===== src/rtl/ring_ptr_pkg.sv =====
package ring_ptr_pkg;

    localparam int REG_AW     = 8;
    localparam int PTR_W      = 8;
    localparam int BASE_W     = 64;
    localparam int DESC_BYTES = 16;

    localparam logic [REG_AW-1:0] OFS_BASE_LO = 8'h00;
    localparam logic [REG_AW-1:0] OFS_BASE_HI = 8'h04;
    localparam logic [REG_AW-1:0] OFS_CTRL    = 8'h08;
    localparam logic [REG_AW-1:0] OFS_STAT    = 8'h0C;
    localparam logic [REG_AW-1:0] OFS_SIZE    = 8'h10;
    localparam logic [REG_AW-1:0] OFS_TIMING  = 8'h14;

    typedef enum logic {
        ENG_IDLE = 1'b0,
        ENG_BUSY = 1'b1
    } eng_state_e;

    typedef struct packed {
        logic [BASE_W-1:0] base;
        logic              start;
        logic              err_ie;
        logic [PTR_W-1:0]  head;
        logic [PTR_W-1:0]  size_m1;
        logic [1:0]        speed;
        logic              done_pend;
        logic              err_pend;
    } regs_t;

    typedef struct packed {
        eng_state_e        state;
        logic [PTR_W-1:0]  tail;
        logic              launch;
    } eng_t;

endpackage


===== src/rtl/ring_ptr_regs.sv =====
module ring_ptr_regs
    import ring_ptr_pkg::*;
#(
    parameter logic [PTR_W-1:0] DEF_SIZE_M1 = 8'd31,
    parameter logic [1:0]       DEF_SPEED   = 2'd1
) (
    input  logic              clk,
    input  logic              rst_n,
    input  logic              wr_en_i,
    input  logic [REG_AW-1:0] addr_i,
    input  logic [31:0]       wdata_i,
    output logic [31:0]       rdata_o,
    input  logic [PTR_W-1:0]  tail_i,
    input  logic              busy_i,
    input  logic              ev_done_irq_i,
    input  logic              ev_err_i,
    input  logic              ev_halt_i,
    output logic [BASE_W-1:0] base_o,
    output logic              start_o,
    output logic [PTR_W-1:0]  head_o,
    output logic [PTR_W-1:0]  size_m1_o,
    output logic [1:0]        speed_o,
    output logic              irq_o
);

    regs_t q, d;

    always_comb begin
        d = q;
        if (wr_en_i) begin
            case (addr_i)
                OFS_BASE_LO: d.base[31:0]  = wdata_i;
                OFS_BASE_HI: d.base[63:32] = wdata_i;
                OFS_CTRL: begin
                    d.start  = wdata_i[0];
                    d.err_ie = wdata_i[4];
                    d.head   = wdata_i[23:16];
                end
                OFS_STAT: begin
                    if (wdata_i[4]) d.err_pend  = 1'b0;
                    if (wdata_i[5]) d.done_pend = 1'b0;
                end
                OFS_SIZE:   d.size_m1 = wdata_i[7:0];
                OFS_TIMING: d.speed   = wdata_i[31:30];
                default: ;
            endcase
        end
        // hardware events take priority over software writes
        if (ev_halt_i)                d.start     = 1'b0;
        if (ev_done_irq_i)            d.done_pend = 1'b1;
        if (ev_err_i && q.err_ie)     d.err_pend  = 1'b1;
    end

    always_ff @(posedge clk or negedge rst_n) begin
        if (!rst_n) begin
            q <= '{base: '0, start: 1'b0, err_ie: 1'b0, head: '0,
                   size_m1: DEF_SIZE_M1, speed: DEF_SPEED,
                   done_pend: 1'b0, err_pend: 1'b0};
        end else begin
            q <= d;
        end
    end

    always_comb begin
        case (addr_i)
            OFS_BASE_LO: rdata_o = q.base[31:0];
            OFS_BASE_HI: rdata_o = q.base[63:32];
            OFS_CTRL:    rdata_o = {8'h00, q.head, 11'h000, q.err_ie, 3'b000, q.start};
            OFS_STAT:    rdata_o = {8'h00, tail_i, 10'h000, q.done_pend, q.err_pend,
                                    3'b000, busy_i};
            OFS_SIZE:    rdata_o = {24'h000000, q.size_m1};
            OFS_TIMING:  rdata_o = {q.speed, 30'h00000000};
            default:     rdata_o = 32'h0;
        endcase
    end

    assign base_o    = q.base;
    assign start_o   = q.start;
    assign head_o    = q.head;
    assign size_m1_o = q.size_m1;
    assign speed_o   = q.speed;
    assign irq_o     = q.done_pend | q.err_pend;

    AST_HALT_CLEARS_START: assert property (@(posedge clk) disable iff (!rst_n)
        ev_halt_i |=> !q.start);
    AST_ERR_NEEDS_ENABLE: assert property (@(posedge clk) disable iff (!rst_n)
        $rose(q.err_pend) |-> $past(q.err_ie));
    AST_SET_BEATS_CLEAR: assert property (@(posedge clk) disable iff (!rst_n)
        ev_done_irq_i |=> q.done_pend);

endmodule


===== src/rtl/ring_ptr_engine.sv =====
module ring_ptr_engine
    import ring_ptr_pkg::*;
(
    input  logic             clk,
    input  logic             rst_n,
    input  logic             start_i,
    input  logic [PTR_W-1:0] head_i,
    input  logic [PTR_W-1:0] size_m1_i,
    input  logic             cmp_valid_i,
    input  logic             cmp_ok_i,
    input  logic             cmp_irq_i,
    input  logic             cmp_soe_i,
    output logic [PTR_W-1:0] tail_o,
    output logic             busy_o,
    output logic             launch_o,
    output logic             ev_done_irq_o,
    output logic             ev_err_o,
    output logic             ev_halt_o
);

    eng_t q, d;
    logic fail_stop;

    always_comb begin
        d             = q;
        d.launch      = 1'b0;
        ev_done_irq_o = 1'b0;
        ev_err_o      = 1'b0;
        ev_halt_o     = 1'b0;
        fail_stop     = !cmp_ok_i && cmp_soe_i;
        case (q.state)
            ENG_IDLE: begin
                if (start_i && (q.tail != head_i)) begin
                    d.state  = ENG_BUSY;
                    d.launch = 1'b1;
                end
            end
            ENG_BUSY: begin
                if (cmp_valid_i) begin
                    d.state       = ENG_IDLE;
                    ev_done_irq_o = cmp_irq_i;
                    if (fail_stop) begin
                        ev_err_o  = 1'b1;
                        ev_halt_o = 1'b1;
                    end else if (q.tail >= size_m1_i) begin
                        d.tail = '0;
                    end else begin
                        d.tail = q.tail + 1'b1;
                    end
                end
            end
            default: d.state = ENG_IDLE;
        endcase
    end

    always_ff @(posedge clk or negedge rst_n) begin
        if (!rst_n) begin
            q <= '{state: ENG_IDLE, tail: '0, launch: 1'b0};
        end else begin
            q <= d;
        end
    end

    assign tail_o   = q.tail;
    assign busy_o   = (q.state == ENG_BUSY);
    assign launch_o = q.launch;

    AST_LAUNCH_HAS_WORK: assert property (@(posedge clk) disable iff (!rst_n)
        q.launch |-> $past(start_i && (q.tail != head_i) && q.state == ENG_IDLE));
    AST_LAUNCH_ENTERS_BUSY: assert property (@(posedge clk) disable iff (!rst_n)
        q.launch |-> (q.state == ENG_BUSY) && !$past(q.state == ENG_BUSY));
    AST_TAIL_STEP: assert property (@(posedge clk) disable iff (!rst_n)
        !$stable(q.tail) |-> (q.tail == $past(q.tail) + 1'b1) || (q.tail == '0));
    AST_HALT_KEEPS_TAIL: assert property (@(posedge clk) disable iff (!rst_n)
        (q.state == ENG_BUSY && cmp_valid_i && !cmp_ok_i && cmp_soe_i)
        |=> q.tail == $past(q.tail));
    AST_IDLE_CMP_IGNORED: assert property (@(posedge clk) disable iff (!rst_n)
        (q.state == ENG_IDLE && cmp_valid_i) |=> $stable(q.tail));

endmodule


===== src/rtl/ring_ptr_addr.sv =====
module ring_ptr_addr
    import ring_ptr_pkg::*;
#(
    parameter int ENTRY_BYTES = DESC_BYTES
) (
    input  logic [BASE_W-1:0] base_i,
    input  logic [PTR_W-1:0]  tail_i,
    output logic [BASE_W-1:0] fetch_addr_o
);

    localparam int SHIFT = $clog2(ENTRY_BYTES);

    logic [BASE_W-1:0] offset;

    always_comb begin
        offset       = {{(BASE_W-PTR_W){1'b0}}, tail_i} << SHIFT;
        fetch_addr_o = base_i + offset;
    end

endmodule


===== src/rtl/ring_ptr_ctrl.sv =====
module ring_ptr_ctrl
    import ring_ptr_pkg::*;
#(
    parameter logic [PTR_W-1:0] DEF_SIZE_M1 = 8'd31,
    parameter logic [1:0]       DEF_SPEED   = 2'd1
) (
    input  logic              clk,
    input  logic              rst_n,
    input  logic              reg_wr_en,
    input  logic [REG_AW-1:0] reg_addr,
    input  logic [31:0]       reg_wdata,
    output logic [31:0]       reg_rdata,
    output logic              disp_valid,
    output logic [PTR_W-1:0]  disp_index,
    output logic [BASE_W-1:0] disp_addr,
    input  logic              cmp_valid,
    input  logic              cmp_ok,
    input  logic              cmp_irq,
    input  logic              cmp_soe,
    output logic              irq,
    output logic [1:0]        bus_speed
);

    logic [PTR_W-1:0]  tail;
    logic              busy;
    logic              ev_done_irq;
    logic              ev_err;
    logic              ev_halt;
    logic [BASE_W-1:0] base;
    logic              start;
    logic [PTR_W-1:0]  head;
    logic [PTR_W-1:0]  size_m1;

    ring_ptr_regs #(
        .DEF_SIZE_M1 (DEF_SIZE_M1),
        .DEF_SPEED   (DEF_SPEED)
    ) u_regs (
        .clk           (clk),
        .rst_n         (rst_n),
        .wr_en_i       (reg_wr_en),
        .addr_i        (reg_addr),
        .wdata_i       (reg_wdata),
        .rdata_o       (reg_rdata),
        .tail_i        (tail),
        .busy_i        (busy),
        .ev_done_irq_i (ev_done_irq),
        .ev_err_i      (ev_err),
        .ev_halt_i     (ev_halt),
        .base_o        (base),
        .start_o       (start),
        .head_o        (head),
        .size_m1_o     (size_m1),
        .speed_o       (bus_speed),
        .irq_o         (irq)
    );

    ring_ptr_engine u_engine (
        .clk           (clk),
        .rst_n         (rst_n),
        .start_i       (start),
        .head_i        (head),
        .size_m1_i     (size_m1),
        .cmp_valid_i   (cmp_valid),
        .cmp_ok_i      (cmp_ok),
        .cmp_irq_i     (cmp_irq),
        .cmp_soe_i     (cmp_soe),
        .tail_o        (tail),
        .busy_o        (busy),
        .launch_o      (disp_valid),
        .ev_done_irq_o (ev_done_irq),
        .ev_err_o      (ev_err),
        .ev_halt_o     (ev_halt)
    );

    ring_ptr_addr u_addr (
        .base_i       (base),
        .tail_i       (tail),
        .fetch_addr_o (disp_addr)
    );

    assign disp_index = tail;

    AST_IRQ_FROM_STATUS: assert property (@(posedge clk) disable iff (!rst_n)
        $rose(irq) |-> $past(ev_done_irq || ev_err));

endmodule


===== config.mk =====
export PLATFORM = sky130hd
export DESIGN_NAME = ring_ptr_ctrl
export DESIGN_NICKNAME = d
export VERILOG_FILES = /design/src/rtl/ring_ptr_pkg.sv /design/src/rtl/ring_ptr_regs.sv /design/src/rtl/ring_ptr_engine.sv /design/src/rtl/ring_ptr_addr.sv /design/src/rtl/ring_ptr_ctrl.sv
export SDC_FILE = /design/constraint.sdc
export NUM_CORES = 1
export LEC_CHECK = 0
export BUFFER_PORTS_ARGS = -buffer_cell sky130_fd_sc_hd__buf_4
export CAP_MARGIN = 20
export CORE_ASPECT_RATIO = 1.4
export CORE_UTILIZATION = 60
export CTS_BUF_LIST = sky130_fd_sc_hd__clkbuf_8
export DETAILED_ROUTE_END_ITERATION = 16
export GPL_ROUTABILITY_DRIVEN = 0
export PLACE_DENSITY = 0.89
export SYNTH_ARGS = -nofsm -noshare
export SYNTH_HDL_FRONTEND = slang
export SYNTH_SLANG_ARGS = --single-unit

===== constraint.sdc =====
create_clock -name clk -period 4.6 [get_ports clk]
set_clock_uncertainty 0.05 [all_clocks]
set_input_delay 0.69 -clock clk [delete_from_list [all_inputs] [get_ports clk]]
set_output_delay 0.69 -clock clk [all_outputs]
set_load 0.03 [all_outputs]

==> results.txt, run 1 <==
----------------------------------------------------
[STA]
  Maximum achievable frequency ... 0.2326 GHz
  Final Critical Period ... 4.300 ns
  Accumulated negative setup slack ... 0 ns
  Max-slew violation count ... 0
  Unrepaired setup endpoints after global routing ... no
  Part of the cycle the worst path needs ... 93.48%
  Final Hold Violating Endpoints ... 0
  Worst slew margin ... 52.46%
  Actual slew at the worst max-slew pin ... 0.7131 ns
  Total setup violations reported at the end of the flow ... 0

[Worst setup path]
  Req. time, crit path ... 3.86 ns
  CP Buf/Inv Count ... 2
  Ordered list of cells on the worst path ... ha_1 > inv_1 > fa_1 > nor2b_1 > o31ai_1 > a211oi_2 > nand4_2 > nor3_1 > xor2_1 > buf_4
  Launching element type of the critical path ... register
  Highest-delay cell along the critical path ... a211oi_2
  Critical setup path kind ... register to primary output
  CP Capture Type ... primary output
  Delay of the slowest critical-path stage ... 0.53 ns
  Worst path arrival time ... 3.56 ns
  Critical Path Fanout Max ... 9
  Worst path top cell family by delay ... simple AND/OR/NAND/NOR gates

[Clocking]
  Setup Buffers After CTS ... 0
  Worst-skew pair later-pin latency ... roughly 0.38 ns
  Sink count of the clock tree ... 96
  Cts-stage hold buffer count ... 0
  Buffer type at the clock tree root ... clkbuf_8
  Clock Path Buffers ... 2
  Clock buffers created by TritonCTS ... 9
  CTS H-tree lvls ... 3
  Post-cts repair resize count ... 0
  Clk slew on worst S/H paths ... 0.09 ns
  CTS tree ... yes

[Global routing]
  Leftover overflow at the end of global routing ... 0
  Vias in the first global route ... 5506
  Wire length of the first global-routing pass ... 28260 um
  Largest net degree at the start of global routing ... 55
  Antenna violations before repair ... 0
  Total global routing track utilization ... a little over a third

[Cells and area]
  Nets@finish ... about 800
  Number of diodes ... 0
  Share of post-route cells with drive strength above 1 ... about 37%
  Area overhead of the layout relative to synthesis ... 22.21%
  Utilization after layout ... 76.50%
  Post-route insts no fill ... 890

[Routing]
  Via-per-instance ratio ... 6.246
  Remaining antenna violation count ... 0
  Pre-Repair DR Iteration Count ... 5
  Routed wirelength normalized by instance count ... 20.37 um
  Final wirelength ... 18130 um
  Residual DRC ... 0
  Routed via count ... between 5000 and 6000
  Count of routing violations after the opening detailed-route iteration ... 515

[Yosys]
  Number of enable-type register cells in the synthesized netlist ... 0
  Fraction of registers with async set or reset after synthesis ... between 90% and 100%
  Cell area after technology mapping ... 6297 sq um
  Average size of a mapped cell ... 10.31 sq um
  Post-Synthesis Net Count ... 676
  Gate Count Post-Synth ... 611
  Sequential element share of the synthesized area ... 38.27%
  Top FF cell, synth ... dfrtp_1
  Count of synthesis-stage warnings from yosys ... 0
  Number of distinct library cell variants in the gate-level netlist after synthesis ... 57
  Number of synthesized register bits ... 96

[Die]
  Die area ... 10920 sq um
  Area of the core ... around 10000 sq um
  Site Rows ... 43
  Height of the die ... 123.2 um
  Horizontal die dimension ... 88.59 um
  # IOs ... 155
  Effective utilization at floorplan ... 62.59%

[Pwr]
  Portion of total power attributed to the clock network ... 31.1%
  Combinational fraction of design power ... between 15 and 20%
  Leakage dissipation ... between 0.003 and 0.004 uW
  Maximum VDD drop ... approximately 0.16 mV
  Sequential group share of total power ... slightly above 50%
  Internal power of the cells ... 1288 uW
  NetSw ... 548.4 uW
  Total power per unit cell area ... 238.6 nW/um^2
  Sw Share ... approximately 30%

[Run]
  Max-cap violations ... 0

[Placed design]
  Number of placed instances, taps included ... around 870
  Port buffer count ... approximately 150
  HPWL Detailed ... around 13000 um

[Min path]
  Worst Hold Class ... primary input to async pin

[Outcome]
  Result of the run ... complete, no violations

----------------------------------------------------
[worst paths after layout]
kind                                           startpoint                               to  slack (ns)  depth (start not counted)
setup reg to reg           u_engine.tail_o[6]$_DFFE_PN0P_   u_engine.tail_o[4]$_DFFE_PN0P_        2.24                          6
setup / recovery           u_engine.tail_o[0]$_DFFE_PN0P_                    disp_addr[42]        0.30                         10
min in group clk                  u_regs.q[0]$_DFFE_PN0P_          u_regs.q[0]$_DFFE_PN0P_        0.48                          1
max in group asynchronous                           rst_n  u_regs.size_m1_o[1]$_DFFE_PN1P_        3.16                          2
hold reg to reg                   u_regs.q[0]$_DFFE_PN0P_          u_regs.q[0]$_DFFE_PN0P_        0.48                          1
hold / removal                                      rst_n   u_engine.tail_o[6]$_DFFE_PN0P_        0.30                          1
[state kept, by name (all words and copies together) (netlist names)]
| name | flops |
|---|---|
| u_regs.size_m1_o | 8 |
| u_engine.tail_o | 8 |
| u_regs.speed_o | 2 |
| u_regs.head_o | 8 |
| u_regs.q | 3 |
| u_engine.launch_o | 1 |
| u_engine.busy_o | 1 |
| u_regs.start_o | 1 |
| u_regs.base_o | 64 |
[power by group through the flow]
| stage | logic (uW) | clock network [uW] | registers (uW) |
|---|---|---|---|
| 2_1_floorplan | 190 | 0 | 938 |
| 3_3_place_gp | 311 | 0 | 951 |
| 3_5_place_dp | 321 | 0 | 955 |
| 4_1_cts | 323 | 574 | 939 |
| 5_1_grt | 344 | 599 | 947 |
| 6_report | 323 | 571 | 942 |
[cell usage after synthesis (all sizes together), types with 17 or more instances]
library cell | count | area, sq um
dfrtp | 90 | 2252
mux2 | 83 | 934.6
nand2 | 45 | 176.4
xor2 | 44 | 385.4
nor2 | 42 | 162.6
nand3 | 29 | 145.1
xnor2 | 26 | 227.7
inv | 24 | 90.09
nor3 | 21 | 110.1
mux2i | 19 | 190.2
buf | 17 | 97.59
ha | 17 | 212.7
[metrics by stage]
stage / total power (uW) / area (sq um) / hold slack (ns) / setup WS (ns)
finish: 1836 / 7696 / 0.2989 / 0.3000
global route: 1889 / 7696 / 0.3552 / 0.1518
CTS: 1836 / 7696 / 0.3193 / 0.3525
detailed placement: 1276 / 7496 / 0.4588 / 0.8188
global placement: 1262 / 7496 / 0.4568 / 0.9677
floorplan: 1127 / 6297 / 0.3444 / 0.9215
[per-layer routing]
metal | share of wire [%] | GRT usage (%)
met2 | 50 | 57.64
met1 | 38 | 43.17
met5 | 0 | 0
met3 | 6.5 | 4.740
met4 | 5.1 | 20.67
[worst reg2reg max path, delay by kind of cell (launching register included)]
| family | cells | cell delay, ns |
|---|---|---|
| and+or+nand+nor | 3 | 0.51 |
| AOI/OAI and AO/OA | 2 | 0.76 |
| adders and majority gates | 1 | 0.33 |
| DFF | 1 | 0.64 |
[cells by family (layout without fill, tap and decap cells)]
kind of cell | Yosys count | after routing | share of synthesized area, %
and+or+nand+nor | 205 | 205 | 17.15
muxes | 110 | 110 | 20.72
DFF | 96 | 96 | 38.27
xor gates and xnor gates | 70 | 70 | 9.736
AOI/OAI and AO/OA | 57 | 57 | 6.398
buffers and inverters | 55 | 199 | 4.033
adders and majority gates | 18 | 18 | 3.696
[final cells by class]
| type | count | area (sq um) |
|---|---|---|
| Inverter | 24 | 90.09 |
| Tap cell | 135 | 168.9 |
| Timing Repair Buffer | 159 | 1194 |
| Clock buffer | 10 | 137.6 |
| Multi-Input combinational cell | 460 | 3633 |
| Fill cell | 651 | 2365 |
| Clock inverter | 6 | 62.56 |
| Sequential cell | 96 | 2410 |
[cell usage in the layout, fill, tap and decap left out, types with 9 or more instances in the layout]
cell type  Yosys  layout
a21oi_1       13      13
and3_1         9       9
buf_4          6     159
clkbuf_8       1      10
dfrtp_1       90      90
ha_1          17      17
inv_1         24      26
mux2_2        80      80
mux2i_1       19      19
nand2_1       44      44
nand3_1       29      29
nor2_1        40      40
nor2b_1       12      12
nor3_1        20      20
nor4_1        13      13
o21ai_0        9       9
xnor2_1       26      26
xor2_1        44      44
No activity file was read; power rests on OpenSTA's default activity.
==> run 2, diff against run 1 <==
==> constraint.sdc (replaced) <==
create_clock -name clk -period 4.6 [get_ports clk]
set_clock_uncertainty 0.05 [all_clocks]
set_input_delay 0 -clock clk [delete_from_list [all_inputs] [get_ports clk]]
set_output_delay 0 -clock clk [all_outputs]
set_load 0.03 [all_outputs]
==> run 2 against run 1 <==
Compared with the run above: die area unchanged; fmax increased by 19%; critical path depth unchanged; non-clock buffer count increased by 39; largest cell class unchanged; highest routed layer unchanged.
==> results.txt, run 2 (synthesis results as in run 1) <==
----------------------------------------------------
[Cells and area]
  Combined flip-flop and latch cell area ... 2410 sq um
  Number of diodes ... 0
  Most frequent cells in the layout ... buf_4 (159), dfrtp_1 (90), mux2_2 (80)
  Nets@finish ... between 800 and 900
  Most frequent standard cell in the layout excluding fill and tap cells ... buf_4
  Area overhead of the layout relative to synthesis ... 28.35%
  Area of combinational cells with multiple inputs ... approximately 3600 sq um
  Flip-flop count of the largest register, all copies and words added ... 64
  Share of post-route cells with drive strength above 1 ... 35.77%
  Fill cell count ... 582

[Pwr]
  Internal power of the cells ... ~1300 uW
  Portion of total power attributed to the clock network ... 30.2%
  Leakage dissipation ... 0.004142 uW
  Combinational fraction of design power ... a little under a fifth
  Total power per unit cell area ... 229.8 nW/um^2
  Sequential group share of total power ... just over 50%
  Total chip power ... 1858 uW
  Maximum VDD drop ... 0.1951 mV
  Sw Share ... a little under a third
  NetSw ... 558.3 uW

[Min path]
  Worst Hold Class ... primary input to async pin

[Routing]
  Final wirelength ... 18920 um
  Count of routing violations after the opening detailed-route iteration ... 473
  Residual DRC ... 0
  Routed via count ... 5748
  Via-per-instance ratio ... a little over 6
  Routed wirelength normalized by instance count ... 20.36 um
  Remaining antenna violation count ... 0
  Pre-Repair DR Iteration Count ... 5

[STA]
  Part of the cycle the worst path needs ... roughly four fifths
  Worst slew margin ... 39.11%
  Maximum achievable frequency ... approximately 0.28 GHz
  Total setup violations reported at the end of the flow ... 0
  Max-slew violation count ... 0
  Accumulated negative setup slack ... 0 ns
  Final Critical Period ... 3.601 ns
  Final Hold Violating Endpoints ... 0
  Unrepaired setup endpoints after global routing ... no
  Actual slew at the worst max-slew pin ... a little over 0.9 ns

[Die]
  Area of the core ... 10060 sq um
  # IOs ... 155
  Height of the die ... 123.2 um
  Site Rows ... 43
  Horizontal die dimension ... 88.59 um
  Effective utilization at floorplan ... a little over three fifths
  Die area ... 10920 sq um

[Worst setup path]
  CP Capture Type ... primary output
  Highest-delay cell along the critical path ... dfrtp_1
  Delay of the slowest critical-path stage ... 0.55 ns
  Ordered list of cells on the worst path ... ha_1 > inv_1 > fa_1 > nor2b_1 > o31ai_1 > a211oi_2 > nand4_2 > nor3_1 > xor2_1 > buf_4
  CP Buf/Inv Count ... 2
  Critical Path Fanout Max ... 9
  Launching element type of the critical path ... register
  Worst path top cell family by delay ... simple AND/OR/NAND/NOR gates
  Worst path arrival time ... ~3.6 ns
  Req. time, crit path ... between 4 and 5 ns
  Critical setup path kind ... register to primary output

[Global routing]
  Met1 usage ... 43.75%
  Met2 Track Usage GR ... 60.19%
  Top Usage Layer GRT ... met2
  Met3 GRT Util ... 5.207%
  Antenna violations before repair ... 0
  Largest net degree at the start of global routing ... 73
  Leftover overflow at the end of global routing ... 0
  Wire length of the first global-routing pass ... about 30000 um
  Vias in the first global route ... between 5000 and 6000
  Total global routing track utilization ... 36.25%

[Run]
  Max-cap violations ... 0

[Clocking]
  Buffer type at the clock tree root ... clkbuf_8
  Clk slew on worst S/H paths ... 0.09 ns
  Clock Path Buffers ... 2
  CTS tree ... yes
  CTS H-tree lvls ... 3
  Clock buffers created by TritonCTS ... 9
  Sink count of the clock tree ... 96
  Worst-skew pair later-pin latency ... 0.37 ns

[Outcome]
  Result of the run ... complete, no violations

[Placed design]
  Port buffer count ... between 150 and 200
  HPWL Detailed ... roughly 14000 um

----------------------------------------------------
run 2: layer usage:
metal  wire (um)  share of wire (%)  vias up
li1            -                  -     2532
met1        7006                 37     2767
met2        9591                 51      362
met3        1279                6.8       87
met4        1041                5.5        0
met5           0                  0        -
run 2: power groups by stage:
stage / sequential [uW] / clock, uW / combinational, uW
floorplan: 938 / 0 / 190
detailed placement: 956 / 0 / 321
finish: 943 / 561 / 354
CTS: 939 / 566 / 351
global route: 947 / 604 / 375
global placement: 951 / 0 / 311
run 2: final timing paths:
kind,cells past startpoint,slack [ns],from,end
setup / recovery,10,1.0,u_engine.tail_o[0]$_DFFE_PN0P_,disp_addr[46]
hold / removal,2,0.03,rst_n,u_regs.base_o[42]$_DFFE_PN0P_
setup reg to reg,6,2.24,u_engine.tail_o[5]$_DFFE_PN0P_,u_engine.tail_o[5]$_DFFE_PN0P_
hold reg to reg,1,0.50,u_regs.size_m1_o[6]$_DFFE_PN0P_,u_regs.size_m1_o[6]$_DFFE_PN0P_
max in group asynchronous,3,3.26,rst_n,u_regs.base_o[19]$_DFFE_PN0P_
min in group clk,4,0.23,reg_addr[3],u_regs.q[0]$_DFFE_PN0P_
run 2: metrics by stage:
| step | hold slack [ns] | cell area [sq um] | instances | setup slack, ns | util (%) |
|---|---|---|---|---|---|
| 4_1_cts | 0.01115 | 8083 | 929 | 1.049 | 80.34 |
| 5_1_grt | 0.04167 | 8083 | 929 | 0.7910 | 80.34 |
| 6_report | 0.02683 | 8083 | 929 | 0.9992 | 80.34 |
| 3_5_place_dp | -0.1295 | 7496 | 874 | 1.457 | 74.51 |
| 3_3_place_gp | -0.1397 | 7496 | 874 | 1.662 | 74.51 |
| 2_1_floorplan | -0.3456 | 6297 | 611 | 1.612 | - |
run 2: timing repair:
| item | 4_1_cts | 5_1_grt |
|---|---|---|
| resized for setup | 0 | 0 |
| hold endpoints to repair | 111 | 0 |
| hold buffers | 39 | 0 |
| setup buffers | 0 | 0 |
run 2: worst register-to-register path, cell delays in order, from the launching register on:
cell and delay [ns]:
dfrtp_1 0.60, ha_1 0.30, and3_1 0.20, a221o_1 0.36, a31oi_1 0.45, nor2_1 0.19, nor2_1 0.15
run 2: final cells by class:
class,count,share of cell area [%]
Timing Repair Buffer,198,19.60
Sequential cell,96,29.81
Clock inverter,7,0.8978
Tap cell,135,2.090
Inverter,24,1.115
Clock buffer,9,1.533
Multi-Input combinational cell,460,44.95
==> run 3, diff against run 2 <==
Settings changed: CORE_UTILIZATION 60 to 50, PLACE_DENSITY 0.89 to 0.8.
Clock period 4.6 ns to 3.27 ns, I/O delays scaled along.
==> run 3 against run 2 <==
Compared with the run above: the run now ends with design-rule violations left; count of clock-buffer cells in the layout did not move; total power rose by 36%; non-clock buffer count rose by 9; final cell count rose by 2.6%; die area rose by 20%; register-to-register slack got worse by 1.3 ns; global-route usage fell by 6.5 points; largest cell class unchanged.
==> results.txt, run 3 (synthesis results as in run 1) <==
----------------------------------------------------
[Clocking]
  Clock Path Buffers ... 2
  CTS tree ... yes
  Sink count of the clock tree ... 96
  Worst-skew pair later-pin latency ... 0.38 ns
  Clock buffers created by TritonCTS ... 9
  Clk slew on worst S/H paths ... about 0.10 ns
  CTS H-tree lvls ... 3
  Buffer type at the clock tree root ... clkbuf_8

[Min path]
  Worst Hold Class ... primary input to register
  Worst Hold Launch ... cmp_soe

[Global routing]
  Leftover overflow at the end of global routing ... 0
  Antenna violations before repair ... 0
  Vias in the first global route ... 5729
  Largest net degree at the start of global routing ... 43
  Total global routing track utilization ... 29.74%
  Wire length of the first global-routing pass ... 30400 um

[Outcome]
  Violated checks ... design-rule violations
  Result of the run ... finished, violations left

[Routing]
  Count of routing violations after the opening detailed-route iteration ... 403
  Met3 wire length ... between 1000 and 1500 um
  Top layer used by detailed routing ... met4
  Via-per-instance ratio ... just over 6
  Remaining antenna violation count ... 0
  Residual DRC ... 1
  Final wirelength ... slightly below 20000 um
  Routed wirelength normalized by instance count ... 20.38 um
  Routed via count ... 5760
  Routed length on met2 ... 10030 um
  Pre-Repair DR Iteration Count ... 12
  Met1 WL ... 7234 um

[Cells and area]
  Area overhead of the layout relative to synthesis ... 29.70%
  Fill cell count ... 973
  Combined flip-flop and latch cell area ... 2410 sq um
  Design Area, Final ... 8168 sq um
  Flip-flop count of the largest register, all copies and words added ... 64
  Share of post-route cells with drive strength above 1 ... 36.99%
  Utilization after layout ... 66.34%
  Area of combinational cells with multiple inputs ... 3662 sq um
  Most frequent cells in the layout ... buf_4 (168), dfrtp_1 (90), mux2_2 (80)
  Most frequent standard cell in the layout excluding fill and tap cells ... buf_4
  Nets@finish ... 863
  Number of diodes ... 0

[Worst setup path]
  CP Capture Type ... primary output
  Worst path arrival time ... about 3.2 ns
  Delay of the slowest critical-path stage ... 0.51 ns
  CP Launch Point ... u_engine.tail_o[4]$_DFFE_PN0P_
  Ordered list of cells on the worst path ... ha_1 > and2_1 > nand3_1 > a21oi_1 > o2111ai_1 > buf_6 > nor4_1 > xor2_1 > buf_4
  Critical register-to-register path startpoint ... u_engine.tail_o[6]$_DFFE_PN0P_
  Req. time, crit path ... 3.22 ns
  Critical Path Fanout Max ... 20
  Launching element type of the critical path ... register
  Highest-delay cell along the critical path ... dfrtp_1
  Critical setup path kind ... register to primary output

[STA]
  Maximum achievable frequency ... 0.3115 GHz
  Final Hold Violating Endpoints ... 0
  Final Critical Period ... about 3.2 ns
  Final setup margin ... ~0.059 ns
  Actual slew at the worst max-slew pin ... between 0.6 and 0.7 ns
  Worst slew margin ... 56.75%
  Total setup violations reported at the end of the flow ... 0
  Max-slew violation count ... 0
  Unrepaired setup endpoints after global routing ... yes
  Part of the cycle the worst path needs ... 98.19%

[Placed design]
  Pre-CTS setup slack ... 0.4364 ns
  Post-place instance area ... 7575 sq um
  Port buffer count ... 154
  HPWL Detailed ... 14570 um

[Die]
  # IOs ... 155
  Horizontal die dimension ... ~97 um
  Height of the die ... 134.8 um
  Site Rows ... 48
  Effective utilization at floorplan ... between 50% and 60%
  Area of the core ... about 12000 sq um
  Die area ... 13050 sq um

[Run]
  Max-cap violations ... 0

[Pwr]
  Total power per unit cell area ... 309.2 nW/um^2
  Maximum VDD drop ... 0.1868 mV
  Leakage dissipation ... 0.004179 uW

----------------------------------------------------
## run 3: cell count changes in the layout (fill, tap and decap cells not counted), sizes merged
cell / before / now
buf: 159 / 169
bufinv: 1 / 0
clkinvlp: 1 / 2
dlygate4sd3: 39 / 38
## run 3: final cells by class
| cell class | instances | area share [%] |
|---|---|---|
| repair buffers | 207 | 20.24 |
| well taps | 150 | 2.298 |
| inverters | 24 | 1.103 |
| multi-input cells | 460 | 44.84 |
| flip-flops and latches | 96 | 29.50 |
| clock buffers | 9 | 1.517 |
| clock inverters | 7 | 0.5055 |
## run 3: repair_timing
| item | 4_1_cts | 5_1_grt |
|---|---|---|
| resized for setup | 0 | 6 |
| endpoints found under the hold margin | 125 | 0 |
| endpoints found under the setup margin | 0 | 19 |
| buffers inserted | 0 | 2 |
| hold buffers | 38 | 0 |
## run 3: path summary, 6_finish.rpt
| kind | endpoint | slack [ns] | depth (start not counted) |
|---|---|---|---|
| worst max-delay path | disp_addr[37] | 0.06 | 9 |
| worst min-delay path | u_regs.q[0]$_DFFE_PN0P_ | 0.05 | 4 |
| worst max register to register | u_engine.tail_o[7]$_DFFE_PN0P_ | 0.94 | 6 |
| worst min register to register | u_regs.size_m1_o[5]$_DFFE_PN0P_ | 0.50 | 1 |
| max in group asynchronous | u_regs.speed_o[0]$_DFFE_PN1P_ | 2.26 | 3 |
| min in group asynchronous | u_regs.base_o[28]$_DFFE_PN0P_ | 0.08 | 2 |
## run 3: power breakdown
part | total (uW) | switching (uW) | leakage, uW | internal, uW
Sequential | 1320 | 78.8 | 0.00130 | 1240
Combinational | 503 | 272 | 0.00279 | 232
Clock | 699 | 429 | 0.0000876 | 270
Total | 2530 | 780 | 0.00418 | 1750
## run 3: layer usage
metal,GRT usage [%],vias to the layer above
met5,0,-
met4,18.16,0
met3,4.607,87
met2,51.41,280
met1,34.77,2836
li1,-,2557
## run 3: stage by stage
step	setup TNS (ns)	hold slack [ns]	power, uW	instances
after floorplan	0	-0.3456	1586	611
after global placement	0	-0.05924	1789	897
after detailed placement	0	-0.05263	1805	897
after CTS	0	0.01693	2520	951
after global routing	-0.01328	0.08552	2613	953
final	0	0.05085	2525	953
## run 3: critical path, delay by kind of cell (launching register included)
family | cells | cell delay [ns]
DFF | 1 | 0.51
adders and majority gates | 1 | 0.40
buffers and inverters | 2 | 0.42
AOI/OAI and AO/OA | 2 | 0.51
and+or+nand+nor | 3 | 0.65
xor gates and xnor gates | 1 | 0.29
